<file path="config.mk">
export PLATFORM = sky130hd
export DESIGN_NAME = intx_gate
export DESIGN_NICKNAME = d
export VERILOG_FILES = /design/src/rtl/intx_gate_pkg.sv /design/src/rtl/intx_gate_ctrl.sv /design/src/rtl/intx_gate_dp.sv /design/src/rtl/intx_gate.sv
export SDC_FILE = /design/constraint.sdc
export NUM_CORES = 1
export LEC_CHECK = 0
export ABC_AREA = 1
export BUFFER_PORTS_ARGS = -buffer_cell sky130_fd_sc_hd__buf_2
export CORE_AREA = 4 4 41 43
export CTS_CLUSTER_SIZE = 40
export DETAILED_ROUTE_END_ITERATION = 12
export DIE_AREA = 0 0 45 47
export PLACE_DENSITY = 0.49
export SLEW_MARGIN = 0
export SYNTH_ARGS = -nofsm -noshare
export SYNTH_HDL_FRONTEND = slang
export SYNTH_SLANG_ARGS = --single-unit
export TNS_END_PERCENT = 50
</file>
<file path="constraint.sdc">
create_clock -name clk -period 4.99 [get_ports clk]
set_input_delay 0.499 -clock clk [delete_from_list [all_inputs] [get_ports clk]]
set_output_delay 0.499 -clock clk [all_outputs]
set_load 0.02 [all_outputs]
</file>
<file path="src/rtl/intx_gate_pkg.sv">
package intx_gate_pkg;

  typedef enum logic [1:0] {
    ST_IDLE     = 2'd0,
    ST_ASSERTED = 2'd1,
    ST_PENDING  = 2'd2
  } gateState_t;

  // Strobes from control to line datapath.
  typedef struct packed {
    logic raise;
    logic drop;
  } lineCmd_t;

endpackage

</file>
<file path="src/rtl/intx_gate_ctrl.sv">
module intx_gate_ctrl
  import intx_gate_pkg::*;
#(
  parameter int MSG_SRC = 2
) (
  input  logic               clk,
  input  logic               rstN,
  input  logic               assertReq,
  input  logic               deassertReq,
  input  logic               intxDisable,
  input  logic [MSG_SRC-1:0] msgEnable,
  output lineCmd_t           lineCmd
);

  gateState_t stateQ, afterReq, stateD;
  logic permitted;

  // permission needs legacy enable and no message scheme active
  assign permitted = ~intxDisable & ~(|msgEnable);

  // apply the request first
  always_comb begin
    afterReq = stateQ;
    unique case (stateQ)
      ST_IDLE:     if (assertReq) afterReq = ST_PENDING;   // deassert ignored here
      ST_ASSERTED: if (deassertReq) afterReq = ST_IDLE;    // assert ignored here
      ST_PENDING:  if (deassertReq) afterReq = ST_IDLE;
      default:     afterReq = ST_IDLE;
    endcase
  end

  // then the permission level
  always_comb begin
    stateD = afterReq;
    if (afterReq == ST_PENDING && permitted) stateD = ST_ASSERTED;
    else if (afterReq == ST_ASSERTED && !permitted) stateD = ST_PENDING;
  end

  always_ff @(posedge clk or negedge rstN) begin
    if (!rstN) stateQ <= ST_IDLE;
    else       stateQ <= stateD;
  end

  assign lineCmd.raise = (stateD == ST_ASSERTED) && (stateQ != ST_ASSERTED);
  assign lineCmd.drop  = (stateQ == ST_ASSERTED) && (stateD != ST_ASSERTED);

  p_legal_state_r1: assert property (@(posedge clk) disable iff (!rstN)
    stateQ inside {ST_IDLE, ST_ASSERTED, ST_PENDING});
  p_assert_perm_r2: assert property (@(posedge clk) disable iff (!rstN)
    (stateQ == ST_IDLE && assertReq && permitted) |=> stateQ == ST_ASSERTED);
  p_assert_blocked_r3: assert property (@(posedge clk) disable iff (!rstN)
    (stateQ == ST_IDLE && assertReq && !permitted) |=> stateQ == ST_PENDING);
  p_deassert_r4: assert property (@(posedge clk) disable iff (!rstN)
    (stateQ != ST_IDLE && deassertReq) |=> stateQ == ST_IDLE);
  p_revoke_r6: assert property (@(posedge clk) disable iff (!rstN)
    (stateQ == ST_ASSERTED && !deassertReq && !permitted) |=> stateQ == ST_PENDING);
  p_grant_r7: assert property (@(posedge clk) disable iff (!rstN)
    (stateQ == ST_PENDING && !deassertReq && permitted) |=> stateQ == ST_ASSERTED);
  p_idle_stray_r9: assert property (@(posedge clk) disable iff (!rstN)
    (stateQ == ST_IDLE && !assertReq) |=> stateQ == ST_IDLE);

endmodule

</file>
<file path="src/rtl/intx_gate_dp.sv">
module intx_gate_dp
  import intx_gate_pkg::*;
(
  input  logic     clk,
  input  logic     rstN,
  input  lineCmd_t lineCmd,
  output logic     intxLine,
  output logic     assertEvt,
  output logic     deassertEvt
);

  logic lineQ, riseQ, fallQ;

  always_ff @(posedge clk or negedge rstN) begin
    if (!rstN) begin
      lineQ <= 1'b0;
      riseQ <= 1'b0;
      fallQ <= 1'b0;
    end else begin
      riseQ <= lineCmd.raise & ~lineQ;
      fallQ <= lineCmd.drop & lineQ;
      if (lineCmd.raise)     lineQ <= 1'b1;
      else if (lineCmd.drop) lineQ <= 1'b0;
    end
  end

  assign intxLine    = lineQ;
  assign assertEvt   = riseQ;
  assign deassertEvt = fallQ;

  p_cmd_exclusive_r11: assert property (@(posedge clk) disable iff (!rstN)
    !(lineCmd.raise && lineCmd.drop));
  p_rise_evt_r11: assert property (@(posedge clk) disable iff (!rstN)
    assertEvt |-> (lineQ && !$past(lineQ)));
  p_fall_evt_r11: assert property (@(posedge clk) disable iff (!rstN)
    deassertEvt |-> (!lineQ && $past(lineQ)));
  p_evt_single_r11: assert property (@(posedge clk) disable iff (!rstN)
    assertEvt |=> !assertEvt);

endmodule

</file>
<file path="src/rtl/intx_gate.sv">
module intx_gate
  import intx_gate_pkg::*;
#(
  parameter int MSG_SRC = 2
) (
  input  logic               clk,
  input  logic               rstN,
  input  logic               assertReq,
  input  logic               deassertReq,
  input  logic               intxDisable,
  input  logic [MSG_SRC-1:0] msgEnable,
  output logic               intxLine,
  output logic               assertEvt,
  output logic               deassertEvt
);

  lineCmd_t lineCmd;

  intx_gate_ctrl #(.MSG_SRC(MSG_SRC)) uCtrl (
    .clk(clk), .rstN(rstN),
    .assertReq(assertReq), .deassertReq(deassertReq),
    .intxDisable(intxDisable), .msgEnable(msgEnable),
    .lineCmd(lineCmd)
  );

  intx_gate_dp uDp (
    .clk(clk), .rstN(rstN), .lineCmd(lineCmd),
    .intxLine(intxLine), .assertEvt(assertEvt), .deassertEvt(deassertEvt)
  );

  p_line_blocked_r8: assert property (@(posedge clk) disable iff (!rstN)
    (intxDisable || (|msgEnable)) |=> !intxLine);

endmodule

</file>
==> results.cfg <==
[final_layout]
utilization_pct = 35.2
layout_common_cells = nand2_1, inv_1, buf_2, ha_1, dfrtp_1
final_common_cell = nand2_1
final_area_um2 = 458
drive_above_1_share_pct = 29.7
nets = 77
syn_to_final_growth_pct = 24.5
diodes = 0

[synth]
synth_top_area_cell = dfrtp_1
yosys_warnings = 0
ys_ff_latch = 5
yosysSeqAreaShare_pct = 34.0
synth_nets = 63
avgSynthCellArea_um2 = 7.21
synth_top_area_share_pct = 34.0
yosysUniqueCellTypes = 14
synthesis.area_um2 = 368
postSynthCellCount = 51
synth_area_leaders = dfrtp_1, ha_1, nand2_1

[clocking]
path_clk_slew_ns = 0.04
cts_sinks = 5
clock_latency_ns = 0.24
clk_path_buf_depth = 2
cts_tree = built
cts-root-buf = clkbuf_4
numCtsBuffers = 3
ctsResizeCount = 0
hold_buffers = 0
postCtsSetupBuffers = 0
htree_levels = 1

[floorplanning]
pin_count = 10
core-area_um2 = 1300
die_area_um2 = 2120
dieWidth_um = 45
fp.dieH_um = 47
start_util_pct = 28.3
rows = 13

[drt]
dr.pass1.iters = 2
drc = 0
vias = 303
wl_um = 589
vias_per_cell = 3.84
wl_per_cell_um = 7.46
ant_nets = 0
drtIter0Drc = 2

[timing]
finalHoldViolations = 0
worst_pin_slew_ns = 0.153
slew_viol_final = 0
timing.final.crit_period_ns = 1.72
finalSetupTns_ns = 0
clock_skew_ns = 0.00182
finalSetupViolCount = 0
period_share_pct = 34.6
max_freq_mhz = 580
rsz0062_at_grt = no
relSlewSlack_pct = 89.8

[worst_setup_path]
regToRegSetupSlack_ns = 3.27
path_class = reg2reg
worstSetupStartpointType = flop
path_cells = inv_1 > ha_1 > nand2_1 > nand2_1 > nand3_2 > inv_1 > nand2_1 > o21ai_1 > ha_1 > nand2_1 > o21ai_1
end_kind = flop
crit_arrival_ns = 1.85
max_stage_delay_ns = 0.40
cp_max_fo = 5
cpMaxStageDelayCell = dfrtp_1
required_ns = 5.11
cp_common_cell = nand2_1

[grt]
grt_max_degree = 6
grt.overflow.total = 0
track_usage_pct = 6.67
grt_pass1_wl_um = 1030
grt_pass1_vias = 285
antenna_found_initial = 0

[power_and_ir_drop]
powerDensity_nw_per_um2 = 421
pwr-share-clk_pct = 23.5
power_switching_mw = 0.0794
leakagePower_nw = 0.288
seq_power_share_pct = 30.7
combPwrFrac_pct = 45.8
intPower_mw = 0.113
ir_worst_vdd_mv = 0.132
p_sw_share_pct = 41.2

[flow_run]
drv_cap = 0

[outcome]
status = complete, no violations

[placement]
globalplace.congestion = 0.747
dp_hpwl_um = 522
portBuffers = 9
postPlaceCellArea_um2 = 432

[min_path]
hold_path.class = in2async
-- Yosys cell counts --
| master | count |
|---|---|
| nand2_1 | 15 |
| inv_1 | 12 |
| dfrtp_1 | 5 |
| ha_1 | 5 |
| nand2_2 | 2 |
| nand3_1 | 2 |
| nor2_1 | 2 |
| o21ai_1 | 2 |
| a21oi_1 | 1 |
| clkinv_2 | 1 |
| inv_2 | 1 |
| nand3_2 | 1 |
| nor2_2 | 1 |
| o21ai_2 | 1 |
-- power groups by stage --
| stage | Clock, mW | Sequential, mW | Combinational, mW |
|---|---|---|---|
| finish | 0.0452 | 0.0591 | 0.0883 |
| CTS | 0.0469 | 0.0591 | 0.0903 |
| detailed placement | 0 | 0.0597 | 0.0897 |
| floorplan | 0 | 0.0647 | 0.0641 |
| global placement | 0 | 0.0593 | 0.0901 |
| global route | 0.0488 | 0.0611 | 0.104 |
-- stage by stage --
stage	power (mW)	setup slack (ns)	cells	hold WS, ns
finish	0.193	3.27	79	0.0629
global route	0.214	3.06	79	0.0624
CTS	0.196	3.25	79	0.0605
detailed placement	0.149	3.25	75	0.316
global placement	0.149	3.25	75	0.318
floorplan	0.129	3.36	51	0.203
-- layer usage --
layer | part of all wire, % | vias to the layer above | global-route usage (%) | routed length [µm]
met5 | 0 | - | 0 | 0
met4 | 0 | 0 | 5.26 | 0
met3 | 2.4 | 0 | 1.15 | 14
met2 | 51 | 3 | 10.7 | 298
met1 | 47 | 122 | 7.85 | 276
li1 | - | 178 | - | -
-- final timing paths --
| check | endpoint | cells past startpoint | start |
|---|---|---|---|
| worst max-delay path | uDp.intxLine | 11 | uCtrl.stateQ[0] |
| worst min-delay path | uDp.deassertEvt | 1 | rstN |
| max in group asynchronous | uCtrl.stateQ[1] | 1 | rstN |
| worst max register to register | uDp.intxLine | 11 | uCtrl.stateQ[0] |
| min in group clk | uDp.assertEvt | 1 | uDp.intxLine |
| worst min register to register | uDp.assertEvt | 1 | uDp.intxLine |
-- final cells by class --
| class | instances | area [µm²] |
|---|---|---|
| Clock buffer | 4 | 26.3 |
| Fill cell | 152 | 843 |
| Inverter | 14 | 53.8 |
| Multi-Input combinational cell | 32 | 189 |
| Sequential cell | 5 | 125 |
| Tap cell | 15 | 18.8 |
| Timing Repair Buffer | 9 | 45.0 |
-- kinds of logic (layout without fill, tap and decap cells) --
group                      Yosys count  after routing  synth area share (%)
and+or+nand+nor                     23             23                  27.9
AOI/OAI and AO/OA                    4              4                  6.46
DFF                                  5              5                  34.0
adders and majority gates            5              5                  17.0
buffers and inverters               14             27                  14.6
-- critical path, delay by kind of cell, from the launching register on --
kind | cells | cell delay [ns]
AO/OA/AOI/OAI | 2 | 0.12
adder cells (fa/ha/maj) | 2 | 0.58
buffers and inverters | 2 | 0.13
flip-flops | 1 | 0.40
AND/OR/NAND/NOR | 5 | 0.39
-- sequential cells by signal, summed over array words and instances, names as in the netlist --
register         flops
uCtrl.stateQ         2
uDp.assertEvt        1
uDp.deassertEvt      1
uDp.intxLine         1
Power figures use the tool's default switching activity.
